`src/rtl/brs_pkg.sv`:
```
package brs_pkg;

    localparam int CRC_W = 16;
    localparam logic [CRC_W-1:0] CRC_POLY = 16'h1021;

    typedef enum logic [2:0] {
        ST_IDLE = 3'd0,
        ST_GAP  = 3'd1,
        ST_DATA = 3'd2,
        ST_CRC  = 3'd3,
        ST_ENDB = 3'd4,
        ST_TURN = 3'd5
    } brs_state_e;

    // one serial step of the line CRC, message bit shifted in at the top
    function automatic logic [CRC_W-1:0] crc_next(input logic [CRC_W-1:0] c,
                                                 input logic b);
        logic fb;
        fb = c[CRC_W-1] ^ b;
        return {c[CRC_W-2:0], 1'b0} ^ (fb ? CRC_POLY : '0);
    endfunction

endpackage

```
`src/rtl/brs_crc_lane.sv`:
```
module brs_crc_lane
    import brs_pkg::*;
(
    input  logic clk,
    input  logic rst_n,
    input  logic clr_i,
    input  logic upd_i,
    input  logic shift_i,
    input  logic bit_i,
    output logic msb_o
);

    logic [CRC_W-1:0] crc_d, crc_q;

    always_comb begin
        crc_d = crc_q;
        if (clr_i) begin
            crc_d = '0;
        end else if (upd_i) begin
            crc_d = crc_next(crc_q, bit_i);
        end else if (shift_i) begin
            crc_d = {crc_q[CRC_W-2:0], 1'b0};
        end
    end

    always_ff @(posedge clk or negedge rst_n) begin
        if (!rst_n) begin
            crc_q <= '0;
        end else begin
            crc_q <= crc_d;
        end
    end

    assign msb_o = crc_q[CRC_W-1];

endmodule

```
`src/rtl/brs_byte_hold.sv`:
```
module brs_byte_hold #(
    parameter int BYTE_W = 8
) (
    input  logic              clk,
    input  logic              rst_n,
    input  logic              want_i,
    input  logic              flush_i,
    input  logic [BYTE_W-1:0] data_i,
    input  logic              valid_i,
    output logic              ready_o,
    output logic              take_o,
    output logic [BYTE_W-1:0] byte_o,
    output logic              have_o
);

    typedef struct packed {
        logic [BYTE_W-1:0] byte_v;
        logic              have;
    } hold_t;

    hold_t hd_d, hd_q;

    assign ready_o = want_i;
    assign take_o  = want_i & valid_i;

    always_comb begin
        hd_d = hd_q;
        if (take_o) begin
            hd_d.byte_v = data_i;
        end
        if (flush_i) begin
            hd_d.have = 1'b0;
        end else if (take_o) begin
            hd_d.have = 1'b1;
        end
    end

    always_ff @(posedge clk or negedge rst_n) begin
        if (!rst_n) begin
            hd_q <= '0;
        end else begin
            hd_q <= hd_d;
        end
    end

    assign byte_o = hd_q.byte_v;
    assign have_o = hd_q.have;

endmodule

```
`src/rtl/blk_read_tx.sv`:
```
module blk_read_tx
    import brs_pkg::*;
#(
    parameter int LANES = 4,
    parameter int LEN_W = 12,
    parameter int DLY_W = 8
) (
    input  logic                 clk,
    input  logic                 rst_n,
    input  logic                 start_i,
    input  logic                 multi_i,
    input  logic [LEN_W-1:0]     blk_len_i,
    input  logic [DLY_W-1:0]     access_dly_i,
    input  logic                 stop_i,
    input  logic [2*LANES-1:0]   byte_data_i,
    input  logic                 byte_valid_i,
    output logic                 byte_ready_o,
    output logic [LANES-1:0]     dat_o,
    output logic [LANES-1:0]     dat_oe_o
);

    localparam int BYTE_W = 2 * LANES;
    localparam int WIDE_W = (LEN_W > DLY_W) ? LEN_W : DLY_W;
    localparam int CNT_W  = ((WIDE_W > 5) ? WIDE_W : 5) + 1;
    localparam logic [CNT_W-1:0] CRC_LAST = CNT_W'(CRC_W - 1);

    typedef struct packed {
        brs_state_e        st;
        logic              multi;
        logic [LEN_W-1:0]  len;
        logic [DLY_W-1:0]  nac;
        logic [CNT_W-1:0]  cnt;
        logic              lo;
        logic              stop;
        logic [LANES-1:0]  dat;
        logic              oe;
    } ctl_t;

    ctl_t cq, cd;

    logic              crc_clr, crc_upd, crc_sh;
    logic              want, flush, take, have;
    logic [BYTE_W-1:0] hold_byte;
    logic [LANES-1:0]  nib;
    logic [LANES-1:0]  lane_msb;
    logic              can_stop;
    brs_state_e        st_w;

    brs_byte_hold #(
        .BYTE_W (BYTE_W)
    ) u_hold (
        .clk     (clk),
        .rst_n   (rst_n),
        .want_i  (want),
        .flush_i (flush),
        .data_i  (byte_data_i),
        .valid_i (byte_valid_i),
        .ready_o (byte_ready_o),
        .take_o  (take),
        .byte_o  (hold_byte),
        .have_o  (have)
    );

    assign nib = cq.lo ? hold_byte[LANES-1:0] : hold_byte[BYTE_W-1:LANES];

    for (genvar g = 0; g < LANES; g++) begin : g_lane
        brs_crc_lane u_lane (
            .clk     (clk),
            .rst_n   (rst_n),
            .clr_i   (crc_clr),
            .upd_i   (crc_upd),
            .shift_i (crc_sh),
            .bit_i   (nib[g]),
            .msb_o   (lane_msb[g])
        );
    end

    assign can_stop = !cq.stop && (cq.st == ST_GAP  || cq.st == ST_DATA ||
                                   cq.st == ST_CRC  || cq.st == ST_ENDB);
    assign st_w = cq.st;

    always_comb begin
        cd      = cq;
        crc_clr = 1'b0;
        crc_upd = 1'b0;
        crc_sh  = 1'b0;
        want    = 1'b0;
        flush   = 1'b0;

        if (cq.stop) begin
            // forced end bit, then turnaround
            cd.stop = 1'b0;
            cd.st   = ST_TURN;
            cd.cnt  = '0;
            cd.oe   = 1'b1;
            cd.dat  = '1;
            flush   = 1'b1;
        end else begin
            unique case (cq.st)
                ST_IDLE: begin
                    cd.oe  = 1'b0;
                    cd.dat = '1;
                    if (start_i) begin
                        cd.st    = ST_GAP;
                        cd.multi = multi_i;
                        cd.len   = blk_len_i;
                        cd.nac   = access_dly_i;
                        cd.cnt   = CNT_W'(1);
                        cd.oe    = (CNT_W'(access_dly_i) <= CNT_W'(1));
                        flush    = 1'b1;
                    end
                end
                ST_GAP: begin
                    want = !have;
                    if ((cq.cnt >= CNT_W'(cq.nac)) && (have || take)) begin
                        cd.st   = ST_DATA;
                        cd.oe   = 1'b1;
                        cd.dat  = '0;
                        cd.lo   = 1'b0;
                        cd.cnt  = '0;
                        crc_clr = 1'b1;
                    end else begin
                        if (cq.cnt != '1) begin
                            cd.cnt = cq.cnt + 1'b1;
                        end
                        cd.oe  = ((cq.cnt + 1'b1) >= CNT_W'(cq.nac));
                        cd.dat = '1;
                    end
                end
                ST_DATA: begin
                    cd.oe   = 1'b1;
                    cd.dat  = nib;
                    crc_upd = 1'b1;
                    if (!cq.lo) begin
                        cd.lo = 1'b1;
                    end else begin
                        cd.lo = 1'b0;
                        if ((cq.cnt + 1'b1) == CNT_W'(cq.len)) begin
                            cd.st  = ST_CRC;
                            cd.cnt = '0;
                            flush  = 1'b1;
                        end else begin
                            want   = 1'b1;
                            cd.cnt = cq.cnt + 1'b1;
                        end
                    end
                end
                ST_CRC: begin
                    cd.oe  = 1'b1;
                    cd.dat = lane_msb;
                    crc_sh = 1'b1;
                    if (cq.cnt == CRC_LAST) begin
                        cd.st  = ST_ENDB;
                        cd.cnt = '0;
                    end else begin
                        cd.cnt = cq.cnt + 1'b1;
                    end
                end
                ST_ENDB: begin
                    cd.oe  = 1'b1;
                    cd.dat = '1;
                    cd.cnt = '0;
                    cd.st  = cq.multi ? ST_GAP : ST_IDLE;
                end
                ST_TURN: begin
                    cd.oe  = 1'b0;
                    cd.dat = '1;
                    if (cq.cnt == CNT_W'(1)) begin
                        cd.st  = ST_IDLE;
                        cd.cnt = '0;
                    end else begin
                        cd.cnt = cq.cnt + 1'b1;
                    end
                end
                default: begin
                    cd.st = ST_IDLE;
                    cd.oe = 1'b0;
                end
            endcase
        end

        if (stop_i && can_stop) begin
            cd.stop = 1'b1;
        end
    end

    always_ff @(posedge clk or negedge rst_n) begin
        if (!rst_n) begin
            cq       <= '0;
            cq.st    <= ST_IDLE;
            cq.dat   <= '1;
        end else begin
            cq <= cd;
        end
    end

    assign dat_o    = cq.dat;
    assign dat_oe_o = {LANES{cq.oe}};

endmodule

```
`config.mk`:
```
export PLATFORM = sky130hd
export DESIGN_NAME = blk_read_tx
export DESIGN_NICKNAME = d
export VERILOG_FILES = /design/src/rtl/brs_pkg.sv /design/src/rtl/brs_crc_lane.sv /design/src/rtl/brs_byte_hold.sv /design/src/rtl/blk_read_tx.sv
export SDC_FILE = /design/constraint.sdc
export NUM_CORES = 1
export LEC_CHECK = 0
export ABC_CLOCK_PERIOD_IN_PS = 5000
export BUFFER_PORTS_ARGS = -buffer_cell sky130_fd_sc_hd__buf_2
export CAP_MARGIN = 30
export CORE_UTILIZATION = 55
export CTS_BUF_LIST = sky130_fd_sc_hd__clkbuf_16
export CTS_CLUSTER_SIZE = 8
export DETAILED_ROUTE_END_ITERATION = 6
export PLACE_DENSITY = 0.76
export REMOVE_ABC_BUFFERS = 1
export SETUP_SLACK_MARGIN = 0.5
export SLEW_MARGIN = 20
export SYNTH_ARGS = -nofsm -noshare
export SYNTH_HDL_FRONTEND = slang
export SYNTH_HIERARCHICAL = 1
export SYNTH_SLANG_ARGS = --single-unit
export TNS_END_PERCENT = 5
```
`constraint.sdc`:
```
create_clock -name clk -period 5 [get_ports clk]
set_input_delay 1 -clock clk [delete_from_list [all_inputs] [get_ports clk]]
set_output_delay 1 -clock clk [all_outputs]
set_load 0.01 [all_outputs]
```
==> metrics.md, run 1 <==
| Metric | Value |
|---|---|
| Worst-path clk slew | about 0.060 ns |
| Post-synth EDFFs | 0 |
| Worst-Skew Late Latency | just over 0.4 ns |
| #FFs+latches synth | around 120 |
| Vias post-DR | just over 5000 |
| Gate Count Post-Synth | roughly 670 |
| CTS Root Buffer Type | clkbuf_16 |
| Initial core utilization | roughly 58% |
| Syn-to-layout area delta | 14.70% |
| Library cells used by synthesis | just over 70 |
| Simple-gate share of the synthesized area | roughly 18% |
| CTS tree | yes |
| Max_cap viols | 0 |
| Final Non-Filler Cells | between 800 and 900 |
| Leakage | 0.003228 µW |
| CP startpoint kind | flop |
| Final worst-path cycle share | a little over four fifths |
| Routed Antenna Nets | 0 |
| Count leader, synth | nand2_1 |
| Max Freq | 0.2354 GHz |
| WS Path Type | reg -> reg |
| Hold worst-path end | g_lane[0].u_lane/crc_q[13] |
| Die Height | 109.7 µm |
| Hold Crit Class | reg -> reg |
| Drt first pass iters | 4 |
| Post-synth top cells | nand2_1, dfrtp_1, o21ai_0, nor2_1, mux2_2 |
| Top cell type by total area after synthesis | dfrtp_1 |
| DRC viols | 0 |
| Total Routed Length | around 15 mm |
| Final core utilization | between 60% and 70% |
| Worst r2r path cells | 17 |
| Xor/xnor share of the synthesized area | about 4.8% |
| Peak VDD IR | between 0.4 and 0.5 mV |
| Compound-cell area share of the yosys netlist | approximately 17% |
| GR Util All Layers | around a quarter |
| Adder-cell area share of the yosys netlist | 3.527% |
| Placer's final routability congestion estimate | roughly 0.93 |
| Register area share after synthesis | a little under half |
| Crit-path max FO | 20 |
| Post-Syn Area per Cell | around 9.6 µm² |
| P_sw | around 1300 µW |
| Least-Margin Pin Slew | around 0.8 ns |
| Fin nets | about 760 |
| Top_reg_cell synth | dfrtp_1 |
| Core Area | ~11000 µm² |
| Unrepaired setup endpoints after global routing | true |
| Relative slew slack | 47.94% |
| Post-synthesis cell area | 6385 µm² |
| Top-area cell type share of the netlist area | ~44% |
| Flop pwr share | 36.8% |
| Port bufs | 42 |
| Reg-to-reg startpoint | cq[8] |
| Status | finished, final reports clean |
| TNS Setup | 0 ns |
| Reg2reg end | g_lane[0].u_lane/crc_q[0] |
| Placed cells | 816 |
| First-pass GRT wire length | ~24 mm |
| Setup crit start | cq[8] |
| Clock Sinks | around 120 |
| CTS max path bufs | 2 |
| Row cnt | 38 |
| Worst reg-to-reg setup slack | 0.75 ns |
| Crit path arrival time | 4.54 ns |
| Internal | approximately 2500 µW |
| Power share of the combinational group | about 33% |
| DR vias/cell | 5.897 |
| Mux contribution to synthesized area | a little over 5% |
| Slew Limit Fails | 0 |
| Minimum clock period | approximately 4.2 ns |
| Drt wl/cell | roughly 17 µm |
| Post-DP HPWL | between 9 and 10 mm |
| HP Start | g_lane[0].u_lane/crc_q[13] |
| Top post-synthesis cells by area | dfrtp_1, nand2_1, o21ai_0 |
| Crit. End Element | flop |
| Asr flop ratio synth | 100.0% |
| Full die area | roughly 12000 µm² |
| Final Hold Viols | 0 |
| GRT Residual Overflow | 0 |
| First DRT Iteration DRCs | about 370 |
| Worst Skew | a little over 0.009 ns |
| Clock network power share | 29.8% |
| H-tree levels | 4 |
| Num CTS Buffers | 17 |
| Total power | 3866 µW |
| Yosys warns | 6 |
| CP required | 5.29 ns |
| Ant diodes | 0 |
| Antenna violations before repair | 0 |
| Vias in the first global route | 4909 |
| Min-Delay Path Depth | 2 |
| Layout cell share with drive strength beyond 1 | 19.97% |
| Largest net degree at the start of global routing | 50 |
| Fillers | just under 900 |
| Switching part of the total | roughly 34% |
| Die width | about 110 µm |
| Final setup viols | 0 |
| Largest family of logic cells by synthesized area | simple AND/OR/NAND/NOR gates |
| I/O Pins | 43 |
| Cell Pwr Density | approximately 530 nW/µm² |
## flip-flops by register name, indices dropped and copies added (netlist names)
name,cells
g_lane.u_lane/crc_q,64
cq,36
dat_o,4
u_hold/byte_o,8
u_hold/have_o,1
dat_oe_o,1
st_w,3
## cell type report
cell class / count / area, µm² / area share (%)
Clock inverter: 15 / 140.1 / 1.914
Clock buffer: 17 / 425.4 / 5.809
Multi-Input combinational cell: 486 / 3208 / 43.81
Sequential cell: 117 / 2934 / 40.06
Inverter: 26 / 97.59 / 1.333
Tap cell: 140 / 175.2 / 2.392
Timing Repair Buffer: 55 / 342.8 / 4.681
## worst max-delay path by stage
stage	endpoint	depth (start not counted)
floorplan	g_lane[0].u_lane/crc_q[0]	16
global route	g_lane[0].u_lane/crc_q[14]	19
finish	g_lane[0].u_lane/crc_q[0]	17
detailed placement	cq[17]	17
global placement	cq[17]	17
CTS	g_lane[0].u_lane/crc_q[11]	17
## timing repair
item                                    CTS  global route
buffers inserted                          3             1
hold buffers                              0             0
gates cloned                              0             4
resized for setup                         0             7
endpoints found under the setup margin    7            69
pin swaps                                 1             4
## routing by layer
metal / wire, µm / GRT usage (%) / vias to the layer above
li1: - / - / 2428
met1: 6493 / 33.80 / 2467
met2: 7152 / 41.91 / 126
met3: 653 / 6.758 / 27
met4: 344 / 11.43 / 0
met5: 0 / 0 / -
## cell families after synthesis
family	count (synthesis)
AND/OR/NAND/NOR	238
AO/OA/AOI/OAI	169
flip-flops	117
buffers and inverters	69
multiplexers	29
XOR/XNOR	28
adder cells (fa/ha/maj)	18
## per-stage QoR
stage,instance area (µm²),setup WS (ns),hold WS (ns)
2_1_floorplan,6150,-0.07824,0.4497
6_report,7323,0.7517,0.4793
3_5_place_dp,6626,0.3718,0.4702
4_1_cts,7227,0.5182,0.4824
5_1_grt,7323,0.4543,0.4987
3_3_place_gp,6611,0.5638,0.4602
## worst max-delay path, cell delays in order (launching register included)
cell      delay [ns]
dfrtp_1         0.49
ha_1            0.31
nand3_1         0.23
nor3_4          0.37
a211oi_1        0.13
a211o_1         0.30
nand4_1         0.15
a31oi_1         0.10
nor2_1          0.25
nand2_4         0.15
inv_1           0.08
nor2_1          0.04
a21oi_1         0.19
nand2_1         0.15
nor3_2          0.18
buf_4           0.37
inv_1           0.31
a32o_1          0.31
## placed cells by master, fill, tap and decap left out, drive strengths merged, types with 17 or more instances in the layout
cell type,n
a211oi,19
a21oi,17
buf,55
clkbuf,17
dfrtp,113
ha,18
inv,28
mux2,27
nand2,131
nor2,30
nor3,20
o21ai,73
xnor2,20
## power by group through the flow
stage	combinational [µW]	clock, µW	sequential [µW]
6_report	1290	1150	1420
5_1_grt	1430	1220	1460
4_1_cts	1270	1170	1420
3_5_place_dp	1210	0	1430
3_3_place_gp	1150	0	1420
2_1_floorplan	927	0	1370
No activity file was read; power rests on OpenSTA's default activity.
==> run 2: changes to the inputs <==
--- a/config.mk
+++ b/config.mk
@@ -5,14 +5,15 @@
 export SDC_FILE = /design/constraint.sdc
 export NUM_CORES = 1
 export LEC_CHECK = 0
-export ABC_CLOCK_PERIOD_IN_PS = 5000
+export ABC_AREA = 1
+export ABC_CLOCK_PERIOD_IN_PS = 4100
 export BUFFER_PORTS_ARGS = -buffer_cell sky130_fd_sc_hd__buf_2
 export CAP_MARGIN = 30
-export CORE_UTILIZATION = 55
+export CORE_UTILIZATION = 60
 export CTS_BUF_LIST = sky130_fd_sc_hd__clkbuf_16
 export CTS_CLUSTER_SIZE = 8
 export DETAILED_ROUTE_END_ITERATION = 6
-export PLACE_DENSITY = 0.76
+export PLACE_DENSITY = 0.79
 export REMOVE_ABC_BUFFERS = 1
 export SETUP_SLACK_MARGIN = 0.5
 export SLEW_MARGIN = 20
==> constraint.sdc (replaced) <==
create_clock -name clk -period 4.1 [get_ports clk]
set_input_delay 0.82 -clock clk [delete_from_list [all_inputs] [get_ports clk]]
set_output_delay 0.82 -clock clk [all_outputs]
set_load 0.01 [all_outputs]
==> run 2 against run 1 <==
Compared with the run above:
- clock skew rose by 0.0020 ns
- cell area is 1.2% higher
- sequential power rose by 30%
- sequential share of layout area is 0.44 points lower
- highest routed layer unchanged
- global-route usage up 1.7 points
- core utilization up 5.1 points
- register-to-register slack worse by 0.03 ns
- critical endpoint is now byte_ready_o
==> metrics.md, run 2 <==
| Metric | Value |
|---|---|
| Total Routed Length | around 15 mm |
| Relative slew slack | between 60% and 70% |
| Cell Pwr Density | approximately 750 nW/µm² |
| Final worst-path cycle share | a little over four fifths |
| Fillers | around 760 |
| Initial core utilization | between 60% and 70% |
| CTS max path bufs | 2 |
| Reg with most FFs | g_lane.u_lane/crc_q |
| CTS tree | yes |
| Mux contribution to synthesized area | less than 1% |
| Crit-path max FO | 9 |
| Worst-Skew Late Latency | approximately 0.42 ns |
| Xor/xnor share of the synthesized area | 0% |
| Slew Limit Fails | 0 |
| Unrepaired setup endpoints after global routing | false |
| Crit. End Element | output port |
| First DRT Iteration DRCs | 393 |
| Ant diodes | 0 |
| CTS Root Buffer Type | clkbuf_16 |
| Die Height | around 110 µm |
| Fin nets | approximately 860 |
| Placer's final routability congestion estimate | 0.9171 |
| H-tree levels | 4 |
| Minimum clock period | roughly 3.5 ns |
| Die width | ~110 µm |
| Most frequent cells in the layout | nand2_1, inv_1, dfrtp_1 |
| Yosys warns | 6 |
| Register area share after synthesis | about 45% |
| Worst-path clk slew | around 0.06 ns |
| Vias post-DR | 5353 |
| First-pass GRT wire length | ~24 mm |
| Post-Syn Area per Cell | ~8.5 µm² |
| Post-synthesis cell area | 6481 µm² |
| #FFs+latches synth | 117 |
| Num CTS Buffers | 17 |
| Leakage | around 0.0037 µW |
| DR vias/cell | ~5.6 |
| CP required | around 3.3 ns |
| Row cnt | 37 |
| Simple-gate share of the synthesized area | between 20% and 30% |
| Asr flop ratio synth | 100.0% |
| Gate Count Post-Synth | around 760 |
| Largest net degree at the start of global routing | 47 |
| Top-area cell type share of the netlist area | around 44% |
| Max Freq | between 0.2 and 0.3 GHz |
| GRT Residual Overflow | 0 |
| Final Hold Viols | 0 |
| Worst Skew | approximately 0.011 ns |
| Drt wl/cell | about 15 µm |
| Layout cell share with drive strength beyond 1 | 22.75% |
| Clock Sinks | about 120 |
| Port bufs | 42 |
| Post-synth EDFFs | 0 |
| Antenna violations before repair | 0 |
| Status | finished, final reports clean |
| Compound-cell area share of the yosys netlist | between 10% and 20% |
| Adder-cell area share of the yosys netlist | 3.475% |
| Vias in the first global route | 5296 |
| CP startpoint kind | flop |
| Library cells used by synthesis | between 40 and 50 |
| Core Area | between 10000 and 15000 µm² |
| Post-synth top cells | nand2_1, inv_1, dfrtp_1, nand3_1, nor2_1 |
| Drt first pass iters | 6 |
| GR Util All Layers | between 20% and 30% |
| Final core utilization | between 70% and 80% |
| Routed Antenna Nets | 0 |
| Top post-synthesis cells by area | dfrtp_1, nand2_1, o22ai_2 |
| WHS | just under 0.4 ns |
| Max_cap viols | 0 |
| Max reg flops | 64 |
| Crit path arrival time | around 2.6 ns |
| Count leader, synth | nand2_1 |
| Syn-to-layout area delta | 14.38% |
| Area post-placement | approximately 6700 µm² |
| I/O Pins | 43 |
| Commonest non-fill, non-tap cell in the layout | nand2_1 |
| Peak VDD IR | around 0.45 mV |
| DRC viols | 0 |
| Largest family of logic cells by synthesized area | simple AND/OR/NAND/NOR gates |
| Top cell type by total area after synthesis | dfrtp_1 |
| Top_reg_cell synth | dfrtp_1 |
| WS Path Type | reg -> out |
| Post-DP HPWL | approximately 10 mm |
| Full die area | roughly 11000 µm² |
| Final Cell Area | 7413 µm² |
| Least-Margin Pin Slew | 0.5690 ns |
| Hold Crit Class | in -> async |
| Final setup viols | 0 |
## run 2: changes by cell type after synthesis, moves of 19 or more
cell	before	now
a21oi_1	15	34
inv_1	26	125
mux2_2	27	4
nand2_1	130	179
nand3_1	9	53
nor2_1	30	50
o21ai_0	68	15
o22ai_2	0	40
xnor2_1	20	0
## run 2: per-stage QoR
step	power, µW	setup TNS, ns	std cells	worst slack [ns]
after global placement	3925	0	922	0.2961
after floorplan	3421	-0.07483	733	-0.009354
after global routing	5919	0	958	0.5031
final	5560	0	958	0.6369
after CTS	5466	0	956	0.5128
after detailed placement	4026	0	924	0.5204
## run 2: final cells by class
type,instances,area [µm²],area share (%)
clock buffers,17,425.4,5.738
clock inverters,15,141.4,1.907
inverters,138,518.0,6.987
multi-input cells,478,2855,38.51
flip-flops and latches,117,2938,39.63
well taps,136,170.2,2.295
repair buffers,57,365.4,4.928
## run 2: cell families after synthesis
group                      Yosys count
muxes                                4
AOI/OAI and AO/OA                  120
buffers and inverters              167
adders and majority gates           18
DFF                                117
and+or+nand+nor                    336
## run 2: final timing paths
kind | end | startpoint | slack (ns) | cells past startpoint
worst min-delay path | cq[34] | rst_n | 0.40 | 1
worst min register to register | u_hold/byte_o[2] | u_hold/byte_o[2] | 0.48 | 2
worst max-delay path | byte_ready_o | cq[8] | 0.64 | 16
max in group asynchronous | g_lane[1].u_lane/crc_q[6] | rst_n | 2.79 | 3
worst max register to register | cq[17] | cq[8] | 0.72 | 25
min in group clk | u_hold/byte_o[2] | u_hold/byte_o[2] | 0.48 | 2
## run 2: metal layers
| metal | routed length (µm) | global-route usage (%) |
|---|---|---|
| met1 | 6177 | 33.46 |
| met2 | 7369 | 46.83 |
| met3 | 640 | 7.603 |
| met5 | 0 | 0 |
| met4 | 458 | 13.19 |
## run 2: power breakdown
group          internal [µW]  switching, µW
clock                    885            526
combinational            839           1460
sequential              1600            250
## run 2: worst max-delay path, cell delays in order, from the launching register on
cell	delay (ns)
dfrtp_2	0.41
inv_1	0.05
ha_1	0.28
inv_1	0.07
nand2_1	0.07
nand2_1	0.07
nor2_2	0.09
nand3_1	0.07
nor2_1	0.12
nand3_1	0.10
nor2_2	0.11
nand3_2	0.12
nand2_2	0.10
o22ai_1	0.08
buf_4	0.17
buf_4	0.17
buf_2	0.15
## run 2: repair_timing
action	CTS	global route
gates resized for setup	0	21
endpoints found under the hold margin	0	0
hold buffers	0	0
setup buffers	0	2
setup endpoints to repair	0	78
==> run 3: changes to the inputs <==
--- a/config.mk
+++ b/config.mk
@@ -6,14 +6,14 @@
 export NUM_CORES = 1
 export LEC_CHECK = 0
 export ABC_AREA = 1
-export ABC_CLOCK_PERIOD_IN_PS = 4100
+export ABC_CLOCK_PERIOD_IN_PS = 2800
 export BUFFER_PORTS_ARGS = -buffer_cell sky130_fd_sc_hd__buf_2
 export CAP_MARGIN = 30
-export CORE_UTILIZATION = 60
+export CORE_UTILIZATION = 55
 export CTS_BUF_LIST = sky130_fd_sc_hd__clkbuf_16
 export CTS_CLUSTER_SIZE = 8
 export DETAILED_ROUTE_END_ITERATION = 6
-export PLACE_DENSITY = 0.79
+export PLACE_DENSITY = 0.76
 export REMOVE_ABC_BUFFERS = 1
 export SETUP_SLACK_MARGIN = 0.5
 export SLEW_MARGIN = 20
==> constraint.sdc (replaced) <==
create_clock -name clk -period 2.8 [get_ports clk]
set_input_delay 0.56 -clock clk [delete_from_list [all_inputs] [get_ports clk]]
set_output_delay 0.56 -clock clk [all_outputs]
set_load 0.01 [all_outputs]
==> run 3 against run 2 <==
Compared with the run above:
- the run now ends with negative setup slack left
- routed wire length rose by 16%
- cell area rose by 13%
- core utilization rose by 1.9 points
- count of clock-buffer cells in the layout did not move
- worst setup slack got worse by 0.98 ns
- critical path depth rose by 10
- non-clock buffer count rose by 72
- first-iteration DRC count rose by 1.3%
- flip-flop and latch count did not move
- via count rose by 7.7%
- final cell count rose by 8.2%
- clock power rose by 67%
- critical endpoint is now cq[7]
==> metrics.md, run 3 (same netlist as run 2, synthesis figures left out) <==
| Metric | Value |
|---|---|
| Status | complete, but fails checks |
| Failing checks | negative setup slack |
| Clock Sinks | between 100 and 150 |
| Peak VDD IR | slightly above 0.8 mV |
| Minimum clock period | 3.145 ns |
| DRC viols | 0 |
| Worst-path clk slew | 0.05 ns |
| Initial core utilization | 56.52% |
| CTS Root Buffer Type | clkbuf_16 |
| H-tree levels | 4 |
| Vias in the first global route | roughly 6000 |
| Fin nets | around 930 |
| Vias post-DR | between 5000 and 6000 |
| Leakage | slightly above 0.004 µW |
| DR vias/cell | ~5.6 |
| WHS | between 0.3 and 0.4 ns |
| Least-Margin Pin Slew | between 0.4 and 0.5 ns |
| CTS tree | yes |
| Setup ws final | -0.3447 ns |
| Antenna violations before repair | 0 |
| Min-Delay Path Depth | 2 |
| Reg2reg end | cq[7] |
| Worst r2r path cells | 26 |
| Worst reg-to-reg setup slack | -0.34 ns |
| Syn-to-layout area delta | 29.25% |
| Slew Limit Fails | 0 |
| Cell Pwr Density | 1137 nW/µm² |
| CP required | roughly 3.2 ns |
| First DRT Iteration DRCs | 398 |
| Core Area | around 11000 µm² |
| Buf/Inv on CP | 6 |
| Placed cells | 992 |
| CTS max path bufs | 2 |
| Setup crit start | cq[8] |
| Unrepaired setup endpoints after global routing | true |
| Hold Crit Class | in -> reg |
| GR Util All Layers | just under 30% |
| Full die area | about 12000 µm² |
| Max Freq | ~0.32 GHz |
| Drt first pass iters | 6 |
| Crit-path max FO | 12 |
| Placer's final routability congestion estimate | 0.9191 |
| Most frequent cells in the layout | nand2_1, inv_1, dfrtp_1 |
| Final setup viols | just over 80 |
| Relative slew slack | between 60% and 70% |
| Reg-to-reg startpoint | cq[8] |
| Cell family with most CP delay | simple AND/OR/NAND/NOR gates |
| Max_cap viols | 0 |
| Crit. End Element | flop |
| Max reg flops | between 60 and 70 |
| Port bufs | 42 |
| CP startpoint kind | flop |
| Final Hold Viols | 0 |
| Post-DP HPWL | around 11 mm |
| Die width | about 110 µm |
| Slowest CP cell | dfrtp_2 |
| Row cnt | 39 |
| Num CTS Buffers | 17 |
| Worst Skew | between 0.005 and 0.006 ns |
| Crit path arrival time | between 3 and 4 ns |
| HP Start | blk_len_i[9] |
| Total Routed Length | between 15 and 20 mm |
| Worst-Skew Late Latency | about 0.43 ns |
| Final worst-path cycle share | 112.3% |
| Commonest non-fill, non-tap cell in the layout | nand2_1 |
| Worst stage delay on the critical path | ~0.43 ns |
| I/O Pins | 43 |
| Largest net degree at the start of global routing | 56 |
| GRT Residual Overflow | 0 |
| Routed Antenna Nets | 0 |
| Reg with most FFs | g_lane.u_lane/crc_q |
| First-pass GRT wire length | around 28 mm |
| Final Non-Filler Cells | 1037 |
| Layout cell share with drive strength beyond 1 | between 30% and 40% |
| Die Height | roughly 110 µm |
| Most used cell, CP | nand2_1 |
| Drt wl/cell | 16.35 µm |
| Ant diodes | 0 |
| Hold worst-path end | cq[37] |
| WS Path Type | reg -> reg |
run 3: changes by cell type in the layout (fill, tap and decap cells not counted), moves of 6 or more:
cell / change
nand2_2: +17
inv_1: -8
buf_4: +53
buf_6: +11
nand2_1: -20
buf_12: +6
run 3: metal layers:
layer	global-route usage, %	share of wire, %	vias to the layer above
met3	7.245	5.3	62
met4	15.47	3.7	0
li1	-	-	2716
met5	0	0	-
met2	50.56	51	195
met1	33.10	40	2791
run 3: through the flow:
| stage | util (%) | worst slack [ns] | area, µm² | TNS, ns | total power, µW |
|---|---|---|---|---|---|
| 6_report | 73.05 | -0.3447 | 8377 | -21.37 | 9528 |
| 2_1_floorplan | - | -1.309 | 6243 | -90.43 | 5010 |
| 5_1_grt | 73.05 | -0.5122 | 8377 | -33.30 | 10070 |
| 3_3_place_gp | 63.36 | -0.4682 | 7266 | -31.32 | 6180 |
| 4_1_cts | 71.42 | -0.3879 | 8190 | -23.06 | 9192 |
| 3_5_place_dp | 63.36 | -0.5828 | 7266 | -40.00 | 6352 |
run 3: how the worst max path moves through the flow:
stage | to | slack, ns | depth (start not counted)
after global placement | cq[7] | -0.47 | 24
after floorplan | g_lane[0].u_lane/crc_q[12] | -1.31 | 24
after global routing | cq[7] | -0.51 | 24
final | cq[7] | -0.34 | 26
after CTS | cq[7] | -0.39 | 26
after detailed placement | g_lane[0].u_lane/crc_q[13] | -0.58 | 22
run 3: where the power goes:
part	switching (µW)	total, µW	internal [µW]
clock network	779	2350	1570
logic	2560	4470	1910
registers	378	2720	2340
total	3720	9530	5810
run 3: area by class of cell:
class / instances / area [µm²]
clock buffer: 17 / 425.4
clock inverter: 15 / 210.2
fill: 775 / 3090
inverter: 138 / 528.0
multi-input combinational: 478 / 3055
sequential: 117 / 2937
tap: 143 / 178.9
timing repair buffer: 129 / 1042
run 3: timing repair:
| item | CTS | global route |
|---|---|---|
| pin swaps | 22 | 31 |
| setup endpoints to repair | 96 | 96 |
| hold buffers | 1 | 0 |
| setup buffers | 7 | 3 |
| endpoints found under the hold margin | 12 | 0 |
| resized for setup | 53 | 49 |
| cloned | 2 | 0 |
run 3: worst register-to-register path: stages (launching register included):
cell and delay, ns:
dfrtp_2 0.43, inv_2 0.06, ha_4 0.27, inv_2 0.03, nand2_1 0.04, nand2_1 0.05, nor2_2 0.11, nand3_1 0.08
nor2_1 0.10, nand3_1 0.12, nor2_4 0.15, nand3_2 0.10, nand2_2 0.09, o22ai_2 0.07, buf_6 0.15, nand2_8 0.06
inv_2 0.03, or2_4 0.25, nand2_4 0.07, buf_6 0.11, buf_4 0.12, a21oi_4 0.06, nand2_4 0.18, nand2_1 0.10
nand2_1 0.11, nand2_2 0.07, nand2_2 0.05
